===== src/rtl/pbau_pkg.sv =====
`timescale 1ns/1ps
package pbau_pkg;
  typedef enum logic [2:0] {
    OP_NOP       = 3'd0,
    OP_TXALLOC   = 3'd1,
    OP_UNIT_RST  = 3'd2,
    OP_RX_POP    = 3'd3,
    OP_RX_FREE   = 3'd4,
    OP_PAGE_FREE = 3'd5,
    OP_TX_PUSH   = 3'd6,
    OP_TX_CLR    = 3'd7
  } mmu_op_e;

  localparam logic [7:0] IRQ_RCV   = 8'h01;
  localparam logic [7:0] IRQ_TX    = 8'h02;
  localparam logic [7:0] IRQ_TXE   = 8'h04;
  localparam logic [7:0] IRQ_ALLOC = 8'h08;
  localparam logic [7:0] ACK_MASK  = 8'hD6;
  localparam logic [7:0] NO_PAGE   = 8'h80;
endpackage


===== src/rtl/pbau_pool.sv =====
`timescale 1ns/1ps
module pbau_pool #(
  parameter int PAGES = 4,
  parameter int IDXW  = 2
) (
  input  logic            clk,
  input  logic            rst_n,
  input  logic            clear,
  input  logic            rel_en,
  input  logic [IDXW-1:0] rel_idx,
  input  logic            alloc_req,
  output logic            grant_ok,
  output logic [IDXW-1:0] grant_idx,
  output logic            has_free,
  output logic [7:0]      used_cnt
);
  logic [PAGES-1:0] used_q, rel_vec, grant_vec, after_rel, used_n;
  logic             found;

  // one-hot decode of the release and grant page numbers
  for (genvar g = 0; g < PAGES; g++) begin : g_dec
    assign rel_vec[g]   = rel_en   && (rel_idx   == IDXW'(g));
    assign grant_vec[g] = grant_ok && (grant_idx == IDXW'(g));
  end

  assign after_rel = used_q & ~rel_vec;

  // lowest free page, searched after this cycle's release
  always_comb begin
    found     = 1'b0;
    grant_idx = '0;
    for (int i = PAGES - 1; i >= 0; i--) begin
      if (!after_rel[i]) begin
        found     = 1'b1;
        grant_idx = IDXW'(i);
      end
    end
  end

  assign grant_ok = alloc_req && found;
  assign has_free = ~&used_q;
  assign used_n   = clear ? '0 : (after_rel | grant_vec);

  always_comb begin
    used_cnt = '0;
    for (int i = 0; i < PAGES; i++) used_cnt = used_cnt + 8'(used_q[i]);
  end

  always_ff @(posedge clk or negedge rst_n) begin
    if (!rst_n) used_q <= '0;
    else        used_q <= used_n;
  end

  assert_grant_marks_used_R2: assert property (@(posedge clk) disable iff (!rst_n)
    grant_ok && !clear |=> used_q[$past(grant_idx)]);

  assert_release_frees_R4: assert property (@(posedge clk) disable iff (!rst_n)
    rel_en && !alloc_req && !clear |=> !used_q[$past(rel_idx)]);
endmodule


===== src/rtl/pbau_queue.sv =====
`timescale 1ns/1ps
module pbau_queue #(
  parameter int DEPTH = 4,
  parameter int W     = 2,
  parameter int CW    = $clog2(DEPTH + 1)
) (
  input  logic          clk,
  input  logic          rst_n,
  input  logic          clear,
  input  logic          push,
  input  logic [W-1:0]  push_data,
  input  logic          pop,
  output logic [W-1:0]  head,
  output logic [CW-1:0] count,
  output logic          empty,
  output logic          empty_next
);
  logic [DEPTH-1:0][W-1:0] mem, shifted, nxt;
  logic [CW-1:0]           cnt_n;
  logic                    full;

  // entries moved one place toward the head on a pop
  for (genvar g = 0; g < DEPTH; g++) begin : g_shift
    if (g == DEPTH - 1) begin : g_last
      assign shifted[g] = '0;
    end else begin : g_mid
      assign shifted[g] = mem[g+1];
    end
  end

  assign empty = (count == '0);
  assign full  = (count == CW'(DEPTH));
  assign head  = mem[0];

  always_comb begin
    nxt   = mem;
    cnt_n = count;
    if (pop && !empty) begin
      nxt   = shifted;
      cnt_n = count - CW'(1);
    end
    if (push && cnt_n != CW'(DEPTH)) begin
      for (int i = 0; i < DEPTH; i++)
        if (CW'(i) == cnt_n) nxt[i] = push_data;
      cnt_n = cnt_n + CW'(1);
    end
    if (clear) cnt_n = '0;
  end

  assign empty_next = (cnt_n == '0);

  always_ff @(posedge clk or negedge rst_n) begin
    if (!rst_n) begin
      mem   <= '0;
      count <= '0;
    end else begin
      mem   <= nxt;
      count <= cnt_n;
    end
  end

  assert_full_push_ignored_R5: assert property (@(posedge clk) disable iff (!rst_n)
    full && push && !pop && !clear |=> count == CW'(DEPTH) && head == $past(head));

  assert_last_pop_empties_R10: assert property (@(posedge clk) disable iff (!rst_n)
    count == CW'(1) && pop && !push |=> empty);
endmodule


===== src/rtl/pbau_top.sv =====
`timescale 1ns/1ps
module pbau_top #(
  parameter int PAGES = 4
) (
  input  logic       clk,
  input  logic       rst_n,
  input  logic       auto_release,
  input  logic       cmd_wr,
  input  logic [7:0] cmd_byte,
  input  logic       pnum_wr,
  input  logic [7:0] pnum_data,
  input  logic       ack_wr,
  input  logic [7:0] ack_data,
  input  logic       mask_wr,
  input  logic [7:0] mask_data,
  input  logic       rx_alloc_valid,
  output logic       rx_alloc_ready,
  output logic [7:0] rx_alloc_page,
  output logic       tx_drain_valid,
  input  logic       tx_drain_ready,
  output logic [7:0] tx_drain_page,
  output logic [7:0] alloc_result,
  output logic [7:0] tx_head,
  output logic [7:0] rx_head,
  output logic [7:0] used_pages,
  output logic [7:0] mem_pages,
  output logic [7:0] irq_status,
  output logic [7:0] irq_mask,
  output logic       irq
);
  import pbau_pkg::*;

  localparam int IDXW = (PAGES > 1) ? $clog2(PAGES) : 1;
  localparam int CW   = $clog2(PAGES + 1);

  mmu_op_e         op;
  logic            is_alloc, is_urst, is_rxpop, is_rxfree, is_pfree, is_push, is_txclr;
  logic [7:0]      pnum_q;
  logic            pnum_ok;
  logic [IDXW-1:0] pnum_idx;
  logic            drain_hs, rx_hs, pending, retry, tx_grant;
  logic            rel_en, alloc_req, grant_ok, has_free;
  logic [IDXW-1:0] rel_idx, grant_idx;
  logic [IDXW-1:0] txq_head, rxq_head;
  logic [CW-1:0]   txq_cnt, rxq_cnt;
  logic            txq_empty, rxq_empty, txq_empty_n, rxq_empty_n;
  logic [7:0]      st_n;
  logic            unused_low;

  assign unused_low = ^cmd_byte[4:0];

  // command decode; a command only acts with its strobe
  assign op        = mmu_op_e'(cmd_byte[7:5]);
  assign is_alloc  = cmd_wr && op == OP_TXALLOC;
  assign is_urst   = cmd_wr && op == OP_UNIT_RST;
  assign is_rxpop  = cmd_wr && op == OP_RX_POP;
  assign is_rxfree = cmd_wr && op == OP_RX_FREE;
  assign is_pfree  = cmd_wr && op == OP_PAGE_FREE;
  assign is_push   = cmd_wr && op == OP_TX_PUSH;
  assign is_txclr  = cmd_wr && op == OP_TX_CLR;

  assign pnum_ok  = pnum_q < 8'(PAGES);
  assign pnum_idx = pnum_q[IDXW-1:0];

  // side ports: host first, then drain, then receive allocation
  assign tx_drain_valid = !txq_empty && !cmd_wr;
  assign tx_drain_page  = 8'(txq_head);
  assign drain_hs       = tx_drain_valid && tx_drain_ready;
  assign rx_alloc_ready = !cmd_wr && !drain_hs && has_free;
  assign rx_hs          = rx_alloc_valid && rx_alloc_ready;
  assign rx_alloc_page  = 8'(grant_idx);

  always_comb begin
    rel_en  = 1'b0;
    rel_idx = '0;
    if (is_rxfree && !rxq_empty) begin
      rel_en  = 1'b1;
      rel_idx = rxq_head;
    end else if (is_pfree && pnum_ok) begin
      rel_en  = 1'b1;
      rel_idx = pnum_idx;
    end else if (drain_hs && auto_release) begin
      rel_en  = 1'b1;
      rel_idx = txq_head;
    end
  end

  assign pending   = (alloc_result == NO_PAGE);
  assign retry     = rel_en && pending;
  assign alloc_req = is_alloc || retry || rx_hs;
  assign tx_grant  = grant_ok && !rx_hs;

  pbau_pool #(.PAGES(PAGES), .IDXW(IDXW)) u_pool (
    .clk       (clk),
    .rst_n     (rst_n),
    .clear     (is_urst),
    .rel_en    (rel_en),
    .rel_idx   (rel_idx),
    .alloc_req (alloc_req),
    .grant_ok  (grant_ok),
    .grant_idx (grant_idx),
    .has_free  (has_free),
    .used_cnt  (used_pages)
  );

  pbau_queue #(.DEPTH(PAGES), .W(IDXW)) u_txq (
    .clk        (clk),
    .rst_n      (rst_n),
    .clear      (is_txclr || is_urst),
    .push       (is_push && pnum_ok),
    .push_data  (pnum_idx),
    .pop        (drain_hs),
    .head       (txq_head),
    .count      (txq_cnt),
    .empty      (txq_empty),
    .empty_next (txq_empty_n)
  );

  pbau_queue #(.DEPTH(PAGES), .W(IDXW)) u_rxq (
    .clk        (clk),
    .rst_n      (rst_n),
    .clear      (is_urst),
    .push       (rx_hs),
    .push_data  (grant_idx),
    .pop        (is_rxpop || is_rxfree),
    .head       (rxq_head),
    .count      (rxq_cnt),
    .empty      (rxq_empty),
    .empty_next (rxq_empty_n)
  );

  assign tx_head   = txq_empty ? NO_PAGE : 8'(txq_head);
  assign rx_head   = rxq_empty ? NO_PAGE : 8'(rxq_head);
  assign mem_pages = 8'(PAGES);

  // next interrupt status: acknowledge, then events, then the empty force
  always_comb begin
    st_n = irq_status & ~(ack_wr ? (ack_data & ACK_MASK) : 8'h00);
    if (is_alloc) st_n = st_n & ~IRQ_ALLOC;
    if (tx_grant) st_n = st_n | IRQ_ALLOC;
    if (rx_hs) st_n = st_n | IRQ_RCV;
    if (is_rxpop || is_rxfree)
      st_n = rxq_empty_n ? (st_n & ~IRQ_RCV) : (st_n | IRQ_RCV);
    if (drain_hs && !auto_release) st_n = st_n | IRQ_TX;
    if (txq_empty_n) st_n = st_n | IRQ_TXE;
  end

  always_ff @(posedge clk or negedge rst_n) begin
    if (!rst_n) begin
      irq_status   <= IRQ_TXE;
      irq_mask     <= 8'h00;
      alloc_result <= 8'h00;
      pnum_q       <= 8'h00;
    end else begin
      irq_status <= st_n;
      if (mask_wr) irq_mask <= mask_data;
      if (pnum_wr) pnum_q <= pnum_data;
      if (is_urst)                alloc_result <= 8'h00;
      else if (is_alloc)          alloc_result <= grant_ok ? 8'(grant_idx) : NO_PAGE;
      else if (retry && grant_ok) alloc_result <= 8'(grant_idx);
    end
  end

  assign irq = |(irq_status & irq_mask);

  assert_txe_forced_R6: assert property (@(posedge clk) disable iff (!rst_n)
    txq_cnt == '0 |-> irq_status[2]);

  assert_alloc_full_R2: assert property (@(posedge clk) disable iff (!rst_n)
    is_alloc && !has_free |=> alloc_result == NO_PAGE && !irq_status[3]);

  assert_irq_masked_R8: assert property (@(posedge clk) disable iff (!rst_n)
    irq_mask == 8'h00 |-> !irq);

  assert_rx_push_R9: assert property (@(posedge clk) disable iff (!rst_n)
    rx_hs |=> rxq_cnt == $past(rxq_cnt) + CW'(1) && irq_status[0]);

  assert_drain_pop_R11: assert property (@(posedge clk) disable iff (!rst_n)
    drain_hs |=> txq_cnt == $past(txq_cnt) - CW'(1));

  assert_unit_rst_R12: assert property (@(posedge clk) disable iff (!rst_n)
    is_urst |=> used_pages == 8'h00 && alloc_result == 8'h00 && rx_head == NO_PAGE);
endmodule


===== config.mk =====
export PLATFORM = sky130hd
export DESIGN_NAME = pbau_top
export DESIGN_NICKNAME = d
export VERILOG_FILES = /design/src/rtl/pbau_pkg.sv /design/src/rtl/pbau_pool.sv /design/src/rtl/pbau_queue.sv /design/src/rtl/pbau_top.sv
export SDC_FILE = /design/constraint.sdc
export NUM_CORES = 1
export LEC_CHECK = 0
export ABC_CLOCK_PERIOD_IN_PS = 3770
export BUFFER_PORTS_ARGS = -buffer_cell sky130_fd_sc_hd__buf_2
export CAP_MARGIN = 20
export CORE_ASPECT_RATIO = 1.2
export CORE_MARGIN = 2
export CORE_UTILIZATION = 40
export DETAILED_ROUTE_END_ITERATION = 6
export PLACE_DENSITY = 0.64
export REMOVE_ABC_BUFFERS = 1
export SLEW_MARGIN = 20
export SYNTH_ARGS = -nofsm -noshare
export SYNTH_HDL_FRONTEND = slang
export SYNTH_SLANG_ARGS = --single-unit
export TNS_END_PERCENT = 50

===== constraint.sdc =====
create_clock -name clk -period 3.77 [get_ports clk]
set_input_delay 0 -clock clk [delete_from_list [all_inputs] [get_ports clk]]
set_output_delay 0 -clock clk [all_outputs]
set_load 0.005 [all_outputs]

# Yosys cells after proc, flatten, opt, wreduce, memory -nomap -nowiden
# Index checks and enable logic that the tools add are counted.
# Widths: inputs -> output; s select.
dict set report totals {
  word_cells 153
  out_inout_bits 75
  register_bits 58
  in_bits 41
}
dict set report classes {
  mux 47
  addsub 7
  order_cmp 1
  n_eq_ne 22
  bitwise_logic 6
  reduce_logical 55
}
# operator count
set op_table {}
lappend op_table {{$mux 8} 11}
lappend op_table {{$logic_and 1x1->1} 33}
lappend op_table {{$mux 2} 16}
lappend op_table {{$mux 3} 7}
lappend op_table {{$logic_not 3->1} 6}
lappend op_table {{$add 8x1->8} 2}
lappend op_table {{$and 8x8->8} 2}
lappend op_table {{$eq 2x3->1 const A} 4}
lappend op_table {{$eq 3x3->1 const B} 4}
lappend op_table {{$mux 4} 3}
lappend op_table {{$mux 1} 10}
lappend op_table {{$eq 2x2->1 const B} 4}
lappend op_table {{$eq 8x8->1 const B} 1}
lappend op_table {{$lt 8x3->1 const B} 1}
lappend op_table {{$not 8->8} 1}
lappend op_table {{$reduce_or 8->1} 1}
lappend op_table {{$logic_not 1->1} 7}
lappend op_table {{$add 3x1->3 const B} 2}
lappend op_table {{$eq 1x3->1 const A} 2}
lappend op_table {{$eq 3x2->1 const B} 2}
lappend op_table {{$ne 3x3->1 const B} 2}
lappend op_table {{$sub 3x1->3 const B} 2}
lappend op_table {{$and 4x4->4} 1}
lappend op_table {{$eq 2x1->1 const B} 2}
lappend op_table {{8 further kinds} 12}

# Longest topological paths before layout
dict set report depth {
  depth_word 23
  depth_mapped 14
  depth_no_buf 12
}

# Modules after synthesis
# Synthesis repeated with hierarchy kept, for this count alone.
dict set report unflattened {
  cells_unflattened 377
  hier_area_um2 3666.0
}
# mod instances seq_area_each_um2 cells_each area_per_inst_um2
set by_module_without_submodules {}
lappend by_module_without_submodules {pbau_queue 2 275.3 88 839.6}
lappend by_module_without_submodules {pbau_top 1 651.9 155 1605.3}
lappend by_module_without_submodules {pbau_pool 1 100.1 46 381.6}

# Worst setup path before layout
# OpenSTA, ideal clock, no wires.
dict set report synth_timing {
  kind {register -> register}
  startpoint {register u_txq.count[0]}
  endpoint {register irq_status[2]}
  path_buffers 2
  stages_incl_launch_ff 15
  arrival_time_ps 2358
  path_slack_ps 1321
  period_less_slack_ps 2449
  required_ps 3679
  setup_time_ps 91
  path_cell_list {dfrtp_1 -> inv_1 -> ha_1 -> nand2b_4 -> buf_6 -> nand2_1 -> buf_2 -> nand2_1 -> o21ai_0 -> inv_1 -> ha_1 -> a21oi_2 -> xnor2_1 -> and2_1 -> o31ai_1}
}
dict set report synth_between {
  elab_chain_cells 12
  elab_cells_between_ends 14
  classes_between {add/sub (2); eq/ne (1); mux (4); reduce/logical (7)}
}
# item line_no
set synth_rtl {}
lappend synth_rtl {{start: declaration} pbau_queue.sv:14} ;# output logic [CW-1:0] count,
lappend synth_rtl {{start signal: assignment} pbau_queue.sv:58} ;# count <= cnt_n;
lappend synth_rtl {{branches (longest 5 deep; another with $sub 3x1->3)} n/a}
lappend synth_rtl {{$mux 3 (*)} pbau_queue.sv:38} ;# if (pop && !empty) begin
lappend synth_rtl {{branches (longest 2 deep; another with $add 3x1->3)} n/a}
lappend synth_rtl {{$mux 3 (*)} pbau_queue.sv:42} ;# if (push && cnt_n != CW'(DEPTH)) begin
lappend synth_rtl {{$mux 3 (*)} pbau_queue.sv:47} ;# if (clear) cnt_n = '0;
lappend synth_rtl {{named net u_txq.cnt_n[0]} pbau_queue.sv:19} ;# logic [CW-1:0] cnt_n;
lappend synth_rtl {{$logic_not 3->1 (*)} pbau_queue.sv:50} ;# assign empty_next = (cnt_n == '0);
lappend synth_rtl {{$mux 3 (*)} pbau_top.sv:145} ;# if (txq_empty_n) st_n = st_n | IRQ_TXE;
lappend synth_rtl {{named net st_n[2]} pbau_top.sv:47} ;# logic [7:0] st_n;
lappend synth_rtl {{end signal: assignment} pbau_top.sv:155} ;# irq_status <= st_n;
lappend synth_rtl {{end: declaration} pbau_top.sv:27} ;# output logic [7:0] irq_status,
# Mark *: on every way through the listed nets, which the timed path passes.
# A chain may end at the register's enable or synchronous reset.

# Worst setup path in the final report
# Ends and elaborated chain as after synthesis.

==> flow_summary.json <==
{
  "worstPathArrival_ns": 3.09,
  "layout_commonest_cell": "buf_2",
  "synth_top_family_by_area": "simple AND/OR/NAND/NOR gates",
  "start_util_pct": 40.60,
  "gr-total-overflow": 0,
  "syn_area_sq_mm": 0.003440,
  "outcome": "finished, violations left",
  "slowest_stage": "o21ai_0",
  "synth-simple-area-share_pct": 15.68,
  "dp_hpwl_mm": 5.512,
  "synth.distinct_cells": 65,
  "gp_congestion": 0.8762,
  "clk_pin_slew_ns": 0.09,
  "cp_cell_sequence": "inv_1, ha_1, nand2b_4, nand2_1, o21ai_0, inv_1, ha_1, a21oi_2, xnor2_1, and2_1, o31ai_1",
  "synth-seq-cells": 52,
  "rsz0062_at_grt": "false",
  "synth_mux_area_share_pct": 10.77,
  "viasPerCell": 4.787,
  "clock_skew_ns": 0.007954,
  "synth_top_area_share_pct": 37.10,
  "drc_errors": 0,
  "met1_usage_pct": 19.26,
  "syn_inst": 341,
  "dr_total_vias": 2604,
  "dr.pass1.iters": 6,
  "worst-slew-pin-transition_ns": 0.6719,
  "drt.antenna.violating_nets": 0,
  "drtIter0Drc": 67,
  "r2r-start": "u_txq.count[0]",
  "fin_crit_ns": 2.860,
  "required_ns": 4.00,
  "cts_buffers": 5,
  "grt_pass1_vias": 2602,
  "synth_compound_area_share_pct": 14.04,
  "clockBufferDepth": 2,
  "whs_ns": -0.00004505,
  "cts_root_buf": "clkbuf_8",
  "ys.flop_type": "dfrtp_1",
  "cts.sinks": 52,
  "syn_to_final_growth_pct": 17.68,
  "core_sq_mm": 0.008472,
  "grt_pass1_wl_mm": 12.21,
  "portBuffers": 66,
  "setup_viol": 0,
  "cts_tree": "yes",
  "p_per_area_mw_per_mm2": 522.0,
  "synth_area_leaders": "dfrtp_1 (37%), buf_4 (10%), ha_1 (5.8%), mux2i_1 (5.5%), mux2_2 (5.2%)",
  "min_period_over_period_pct": 75.87,
  "clock_latency_ns": 0.31,
  "max_stage_delay_ns": 0.51,
  "max_freq_mhz": 349.6,
  "final_cells": 544,
  "antenna_found_initial": 0,
  "hp-class": "input port to register",
  "slew_headroom_pct": 55.20,
  "final_cell_mix": "buf_2 (66), dfrtp_1 (51), conb_1 (41), dlygate4sd3_1 (26), nand2_1 (25)",
  "ctsResizeCount": 0,
  "grt_usage_pct": 16.49,
  "finalMaxSlewViolations": 0,
  "worstHoldStart": "ack_wr",
  "crit_path_end_kind": "register",
  "synth_edf_count": 0,
  "p_leak_nw": 2.068,
  "ir_drop_mv": 0.2504,
  "antenna_cells": 0,
  "layout-drive-gt1-share_pct": 26.00,
  "die_w_um": 88.65,
  "die_area_sq_mm": 0.009360,
  "grt_max_degree": 53,
  "violations": "hold timing",
  "grtUsageMet3_pct": 3.211,
  "nets": 484,
  "wire_per_inst_um": 13.59,
  "totalWireLength_mm": 7.391,
  "use_met2_pct": 29.96,
  "worstPathMaxFanout": 12,
  "synth_top_area_cell": "dfrtp_1",
  "syn_avg_cell_area_sq_um": 10.09,
  "worstSetupStartpointType": "register",
  "ys_seq_area_share_pct": 37.87,
  "rows": 37,
  "synth_adder_area_share_pct": 6.402,
  "dp_cells": 510,
  "worst-setup-path-type": "register to register",
  "htreeDepth": 2,
  "startpoint": "u_txq.count[0]",
  "cap_violations": 0,
  "finalHoldViolCount": 1,
  "ys_async_sr_fraction_pct": 100.0,
  "synth_xor_area_share_pct": 1.491,
  "die_h_um": 105.6,
  "fill_cells": 821,
  "num_io_pins": 116,
  "setup-tns-final_ns": 0,
  "top_usage_layer": "met2",
  "yosysWarnings": 0
}
cell type report:
class	instances	area (sq um)	area share, %
Multi-Input combinational cell	255	1818	44.91
Sequential cell	52	1303	32.18
Timing Repair Buffer	93	598.1	14.78
Tap cell	117	146.4	3.617
Inverter	19	71.32	1.762
Clock buffer	5	68.82	1.700
Clock inverter	3	42.54	1.051
power by group:
group          total [W]  switching [W]  internal (W)
clock           0.000389       0.000193      0.000197
combinational   0.000927       0.000506      0.000421
sequential      0.000797       0.000110      0.000687
total            0.00211       0.000808       0.00130
timing repair:
| item | in CTS | in global routing |
|---|---|---|
| setup buffers | 0 | 0 |
| hold buffers | 26 | 0 |
| hold endpoints to repair | 72 | 0 |
synthesized netlist by cell type (all sizes together), types with 2 or more instances:
library cell and n:
mux2i 19, and2 7, o31ai 5, a31oi 3, o211a 3, nand4 5
a21oi 11, o211ai 4, nor3 3, or3 2, mux2 16, conb 2
a31o 2, and3 3, nand3 13, a211oi 2, nand2b 5, a22oi 2
ha 16, buf 52, nor2b 6, a21boi 3, nor2 19, inv 19
xnor2 4, clkbuf 2, o21ai 13, o2111ai 2, nand2 25, dfrtp 51
flip-flops by register name, summed over array words and instances, names as in the netlist:
signal         cells
u_rxq.mem          6
u_txq.count        3
irq_status         7
u_pool.used_q      4
u_txq.mem          6
irq_mask           8
u_rxq.head         2
u_txq.head         2
pnum_q             8
u_rxq.count        3
alloc_result       3
routing by layer:
metal / wire length, um / part of all wire [%]
met1: 3071 / 42
met2: 3929 / 53
met3: 291 / 3.9
met4: 97 / 1.3
met5: 0 / 0
worst max-delay path: cells and delay by family, from the launching register on:
family	cells	cell delay, ns
AO/OA/AOI/OAI	3	0.99
AND/OR/NAND/NOR	3	0.64
adder cells (fa/ha/maj)	2	0.51
flip-flops	1	0.33
buffers and inverters	2	0.20
XOR/XNOR	1	0.10
worst paths after layout:
kind,depth (start not counted),slack (ns),to
worst max-delay path,11,0.91,irq_status[2]
max in group asynchronous,3,2.98,u_rxq.mem[7]
worst max register to register,11,0.91,irq_status[2]
min in group asynchronous,3,0.32,irq_mask[6]
worst min-delay path,4,-0.00005,irq_status[2]
worst min register to register,2,0.50,irq_status[2]
kinds of logic (layout without fill, tap and decap cells):
family,count (synthesis),after routing
and+or+nand+nor,96,96
buffers and inverters,73,120
AOI/OAI and AO/OA,61,61
DFF,52,52
muxes,35,35
adders and majority gates,17,17
xor gates and xnor gates,5,5
other,2,41
metrics by stage:
step	cell area, sq um	total power (W)	setup slack, ns	utilization, %	hold slack (ns)
after global routing	4048	0.002300	0.5545	47.78	0.03382
after detailed placement	3676	0.001719	0.9134	43.39	0.1727
final	4048	0.002113	0.9096	47.78	-0.00004505
after floorplan	3192	0.001409	1.307	-	-0.2956
after CTS	4048	0.002136	0.8915	47.78	0.002697
after global placement	3676	0.001692	0.9716	43.39	0.1601
(Power assumes the default switching activity.)
